==> src/rtl/wdk_pkg.sv <==
package wdk_pkg;
  localparam int REG_W     = 16;
  localparam int TO_W      = 8;
  localparam int TO_LSB    = 8;
  localparam int EN_BIT    = 2;
  localparam logic [REG_W-1:0] KEY_FIRST  = 16'h5555;
  localparam logic [REG_W-1:0] KEY_SECOND = 16'hAAAA;
  localparam logic [TO_W-1:0]  TO_RESET   = 8'h7F;
  typedef enum logic {ADDR_CTRL = 1'b0, ADDR_SVC = 1'b1} reg_addr_e;
endpackage

==> src/rtl/wdk_ctrl_reg.sv <==
module wdk_ctrl_reg
  import wdk_pkg::*;
(
  input  logic             clk,
  input  logic             rst_n,
  input  logic             wr_ctrl,
  input  logic [REG_W-1:0] wdata,
  output logic [TO_W-1:0]  field_q,
  output logic             en_q,
  output logic             start,
  output logic [TO_W-1:0]  start_val,
  output logic [REG_W-1:0] rdata
);
  always_ff @(posedge clk) begin
    if (!rst_n) begin
      field_q <= TO_RESET;
      en_q    <= 1'b0;
    end else if (wr_ctrl) begin
      field_q <= wdata[TO_LSB +: TO_W];
      if (wdata[EN_BIT]) en_q <= 1'b1;
    end
  end

  assign start     = wr_ctrl && wdata[EN_BIT] && !en_q;
  assign start_val = wdata[TO_LSB +: TO_W];

  always_comb begin
    rdata = '0;
    rdata[TO_LSB +: TO_W] = field_q;
    rdata[EN_BIT] = en_q;
  end

  assert_enable_sticky_R3: assert property (@(posedge clk) disable iff (!rst_n)
    en_q |=> en_q);
endmodule

==> src/rtl/wdk_key_check.sv <==
module wdk_key_check
  import wdk_pkg::*;
(
  input  logic             clk,
  input  logic             rst_n,
  input  logic             wr_svc,
  input  logic [REG_W-1:0] wdata,
  output logic             reload
);
  logic armed_q;

  always_ff @(posedge clk) begin
    if (!rst_n) armed_q <= 1'b0;
    else if (wr_svc) armed_q <= (wdata == KEY_FIRST);
  end

  assign reload = wr_svc && armed_q && (wdata == KEY_SECOND);

  assert_cancel_R6: assert property (@(posedge clk) disable iff (!rst_n)
    (wr_svc && wdata != KEY_FIRST) |=> !armed_q);
  assert_arm_R7: assert property (@(posedge clk) disable iff (!rst_n)
    (wr_svc && wdata == KEY_FIRST) |=> armed_q);
endmodule

==> src/rtl/wdk_countdown.sv <==
module wdk_countdown #(
  parameter int CNT_W = 8
) (
  input  logic             clk,
  input  logic             rst_n,
  input  logic             enable,
  input  logic             start,
  input  logic [CNT_W-1:0] start_val,
  input  logic             reload,
  input  logic [CNT_W-1:0] reload_val,
  input  logic             tick,
  output logic             fire,
  output logic             expired_q
);
  logic [CNT_W-1:0] cnt_q;

  assign fire = !expired_q && enable && tick && !start && !reload && (cnt_q == '0);

  always_ff @(posedge clk) begin
    if (!rst_n) begin
      cnt_q     <= '0;
      expired_q <= 1'b0;
    end else if (!expired_q) begin
      if (start)                cnt_q <= start_val;
      else if (reload)          cnt_q <= reload_val;
      else if (enable && tick) begin
        if (cnt_q == '0) expired_q <= 1'b1;
        else             cnt_q <= cnt_q - 1'b1;
      end
    end
  end

  assert_expire_R4: assert property (@(posedge clk) disable iff (!rst_n)
    fire |=> expired_q);
  assert_frozen_R8: assert property (@(posedge clk) disable iff (!rst_n)
    expired_q |=> ($stable(cnt_q) && expired_q));
  assert_idle_R9: assert property (@(posedge clk) disable iff (!rst_n)
    (!enable && !start && !reload) |=> $stable(cnt_q));
endmodule

==> src/rtl/wdk_pulse.sv <==
module wdk_pulse #(
  parameter int PULSE_CYC = 4
) (
  input  logic clk,
  input  logic rst_n,
  input  logic fire,
  output logic pulse
);
  localparam int PW = $clog2(PULSE_CYC + 1);
  logic [PW-1:0] left_q;

  always_ff @(posedge clk) begin
    if (!rst_n)              left_q <= '0;
    else if (fire)           left_q <= PW'(PULSE_CYC);
    else if (left_q != '0)   left_q <= left_q - 1'b1;
  end

  assign pulse = (left_q != '0);

  assert_pulse_start_R8: assert property (@(posedge clk) disable iff (!rst_n)
    fire |=> pulse);
endmodule

==> src/rtl/wdog_keyed.sv <==
module wdog_keyed
  import wdk_pkg::*;
#(
  parameter int PULSE_CYC = 4
) (
  input  logic             clk,
  input  logic             rst_n,
  input  logic             half_tick,
  input  logic             reg_wr,
  input  logic             reg_addr,
  input  logic [REG_W-1:0] reg_wdata,
  output logic [REG_W-1:0] reg_rdata,
  output logic             wdt_rst
);
  logic wr_ctrl, wr_svc, en_q, start, reload, fire, expired_q;
  logic [TO_W-1:0] field_q, start_val;

  assign wr_ctrl = reg_wr && (reg_addr == ADDR_CTRL);
  assign wr_svc  = reg_wr && (reg_addr == ADDR_SVC);

  wdk_ctrl_reg u_ctrl (
    .clk(clk), .rst_n(rst_n), .wr_ctrl(wr_ctrl), .wdata(reg_wdata),
    .field_q(field_q), .en_q(en_q), .start(start), .start_val(start_val),
    .rdata(reg_rdata)
  );

  wdk_key_check u_key (
    .clk(clk), .rst_n(rst_n), .wr_svc(wr_svc), .wdata(reg_wdata), .reload(reload)
  );

  wdk_countdown #(.CNT_W(TO_W)) u_cnt (
    .clk(clk), .rst_n(rst_n), .enable(en_q), .start(start), .start_val(start_val),
    .reload(reload), .reload_val(field_q), .tick(half_tick),
    .fire(fire), .expired_q(expired_q)
  );

  wdk_pulse #(.PULSE_CYC(PULSE_CYC)) u_pulse (
    .clk(clk), .rst_n(rst_n), .fire(fire), .pulse(wdt_rst)
  );

  assert_no_rst_when_off_R9: assert property (@(posedge clk) disable iff (!rst_n)
    (!en_q && !wdt_rst) |=> !wdt_rst);
  assert_rst_means_expired_R8: assert property (@(posedge clk) disable iff (!rst_n)
    wdt_rst |-> expired_q);
endmodule

==> config.mk <==
export PLATFORM = sky130hd
export DESIGN_NAME = wdog_keyed
export DESIGN_NICKNAME = d
export VERILOG_FILES = /design/src/rtl/wdk_pkg.sv /design/src/rtl/wdk_ctrl_reg.sv /design/src/rtl/wdk_key_check.sv /design/src/rtl/wdk_countdown.sv /design/src/rtl/wdk_pulse.sv /design/src/rtl/wdog_keyed.sv
export SDC_FILE = /design/constraint.sdc
export NUM_CORES = 1
export LEC_CHECK = 0
export BUFFER_PORTS_ARGS = -buffer_cell sky130_fd_sc_hd__buf_2
export CAP_MARGIN = 20
export CORE_UTILIZATION = 30
export DETAILED_ROUTE_END_ITERATION = 12
export GPL_TIMING_DRIVEN = 0
export PLACE_DENSITY = 0.6
export REMOVE_ABC_BUFFERS = 1
export SLEW_MARGIN = 20
export SYNTH_ARGS = -nofsm -noshare
export SYNTH_HDL_FRONTEND = slang
export SYNTH_SLANG_ARGS = --single-unit
==> constraint.sdc <==
create_clock -name clk -period 4 [get_ports clk]
set_input_delay 0 -clock clk [delete_from_list [all_inputs] [get_ports clk]]
set_output_delay 0 -clock clk [all_outputs]
set_load 0.02 [all_outputs]
==> impl_metrics.yaml <==
status:
  status: "finished, violations left"
  violations: "design-rule violations"
placement:
  io_buffers: 30
  post-place-ws_ps: 1970
  place_area_um2: 1550
  dp_hpwl_um: 2480
  place_congestion: 0.764
drt:
  wl_met2_um: 1580
  dr_wl_met3_um: 120
  first_iter_violations: 25
  via_per_inst: 5.03
  routed_wl_um: 3350
  dr_total_vias: 1262
  wl_met1_um: 1580
  wl_per_cell_um: 13.3
  top_layer: "met4"
  drtPass1Iterations: 8
  drcViolationCount: 3
  antenna_left: 0
pwr:
  p_leak_nw: 0.708
  power_density_nw_per_um2: 371
  power.total_mw: 0.609
  ir_drop_v: 0.000119
worst_hold_path:
  hold_start: "reg_wdata[13]"
  min_path_type: "primary input to register"
  hold_depth: 3
  min_to: "u_ctrl.field_q[5]$_SDFFE_PN1N_"
sta:
  layout_setup_ws_ps: 1820
  min_period_over_period_pct: 54.5
  setup_tns_ps: 0
  post-route-min-period_ps: 2180
  hold_viol_final: 0
  rsz0062_at_grt: "no"
  tightestPinTransition_ps: 775
  skew_ps: 2.48
  max-slew-margin-rel_pct: 48.2
  fmax_mhz: 459
  setup_viol: 0
  finalMaxSlewViolations: 0
synthesis:
  yosys.cell_types.count: 44
  ys_seq_area_share_pct: 31.2
  netlist_area_um2: 1410
  synth-seq-cells: 22
  synth-edff-count: 0
  postSynthCellCount: 169
  syn-mean-instance-area_um2: 8.34
  async_flop_share_pct: 0
  ys.flop_type: "dfxtp_1"
  synth_warnings: 0
cts:
  clk_latency_ps: 270
  ctsResizeCount: 0
  cts_made_buffers: 3
  clkTransAtPathRegs_ps: 80
  htreeDepth: 1
  cts_buffer_depth: 2
  clockRootBuffer: "clkbuf_8"
  cts_tree: "yes"
  cts.sinks: 22
worst_setup_path:
  r2r-start: "u_key.armed_q$_SDFFE_PN0N_"
  r2r_slack_ps: 1950
  start_kind: "primary input"
  path_max_fanout: 16
  worstSetupEndpointType: "register"
  cp_data_arrival_time_ps: 2360
  r2r-end: "u_cnt.cnt_q[0]$_SDFFE_PN0P_"
  cp-startpoint: "reg_wdata[10]"
  rr_worst_depth: 5
  required_ps: 4180
  criticalPathCategory: "primary input to register"
layout:
  final_cell_mix: "31 x nand2_1, 30 x buf_2, 22 x dfxtp_1"
  fin_nets: 227
  final_common_cell: "nand2_1"
  antenna_cells: 0
  synthToLayoutAreaGrowth_pct: 16.4
  layout-drive-gt1-share_pct: 21.1
  post-route-cell-area_um2: 1640
global_routing:
  antenna_found_initial: 0
  grt_max_degree: 17
  grt_pass1_vias: 1192
  gr-total-overflow: 0
  grt_usage_pct: 15.1
  grt_pass1_wl_um: 5850
floorplan:
  pin_count: 38
  die_w_um: 70.6
  rows: 24
  die-area_um2: 4980
  die_y_um: 70.6
  core-area_um2: 4440
  initial_core_util_pct: 31.7
job:
  max-cap-violations: 0
[cells in the mapped netlist (all sizes together), types with 2 or more instances]
cell	count	share of area [%]
ha	5	4.4
a211o	3	1.9
o21ai	3	1.1
nor2b	2	0.89
o211ai	3	1.6
buf	11	6.1
nor4bb	2	1.4
a21oi	6	2.1
nand4	2	2.0
a211oi	2	1.1
nand4b	2	2.3
nand3	8	2.8
nor4	2	0.89
dfxtp	22	31
o221a	3	2.4
nor2	12	3.2
nor3	9	3.2
and4bb	4	3.5
clkbuf	3	0.80
a311oi	3	2.8
xnor2	4	2.5
nand2b	4	1.8
inv	8	2.1
xor2	3	1.9
nand3b	2	1.1
nand2	31	8.3
[power by group]
group | total, mW | internal, mW | switching [mW] | leakage, nW
registers | 0.258 | 0.241 | 0.0171 | 0.181
logic | 0.212 | 0.0937 | 0.118 | 0.505
clock network | 0.139 | 0.0674 | 0.0716 | 0.0216
[kinds of logic after synthesis]
family / synth area share (%)
flip-flops: 31.2
buffers and inverters: 9.05
other: 0.266
AO/OA/AOI/OAI: 17.1
AND/OR/NAND/NOR: 32.8
adder cells (fa/ha/maj): 4.44
XOR/XNOR: 4.35
multiplexers: 0.710
[worst max-delay path, cell delays in order]
cell           delay, ps
dlygate4sd3_1        530
buf_2                150
and4bb_2             310
nand4_4              200
o311ai_4             690
o211ai_1             220
o32ai_1              250
[sequential cells by signal (all words and copies together), names as in the netlist]
register         count
u_ctrl.field_q       8
u_cnt.cnt_q          8
u_key.armed_q        1
u_cnt.expired_q      1
u_pulse.left_q       3
u_ctrl.en_q          1
[final cells by class]
class,count,area [um2]
Clock buffer,3,41.3
Fill cell,462,2800
Inverter,8,30.0
Multi-Input combinational cell,131,865
Sequential cell,22,440
Tap cell,52,65.1
Timing Repair Buffer,35,200
[per-stage QoR]
step / std cells / hold WS, ps / utilization [%]
after global placement: 243 / 254 / 34.9
after CTS: 251 / 12.6 / 36.9
final: 251 / 8.71 / 36.9
after global routing: 251 / 34.8 / 36.9
after detailed placement: 243 / 261 / 34.9
after floorplan: 161 / 71.8 / -
[worst max path at each step]
| stage | slack [ps] | end |
|---|---|---|
| 2_1_floorplan | 2230 | u_cnt.cnt_q[6]$_SDFFE_PN0P_ |
| 3_3_place_gp | 1940 | u_cnt.cnt_q[0]$_SDFFE_PN0P_ |
| 3_5_place_dp | 1970 | u_cnt.cnt_q[0]$_SDFFE_PN0P_ |
| 4_1_cts | 1810 | u_cnt.cnt_q[0]$_SDFFE_PN0P_ |
| 5_1_grt | 1680 | u_cnt.cnt_q[0]$_SDFFE_PN0P_ |
| 6_report | 1820 | u_cnt.cnt_q[0]$_SDFFE_PN0P_ |
[per-layer routing]
| layer | up-vias | track usage (%) |
|---|---|---|
| met4 | 0 | 6.67 |
| met2 | 27 | 25.0 |
| met1 | 579 | 19.8 |
| li1 | 651 | - |
| met5 | - | 0 |
| met3 | 5 | 2.14 |
[what timing repair did]
action | 4_1_cts | 5_1_grt
hold buffers | 5 | 0
endpoints found under the hold margin | 5 | 0
setup buffers | 0 | 0
(Power assumes the default switching activity.)
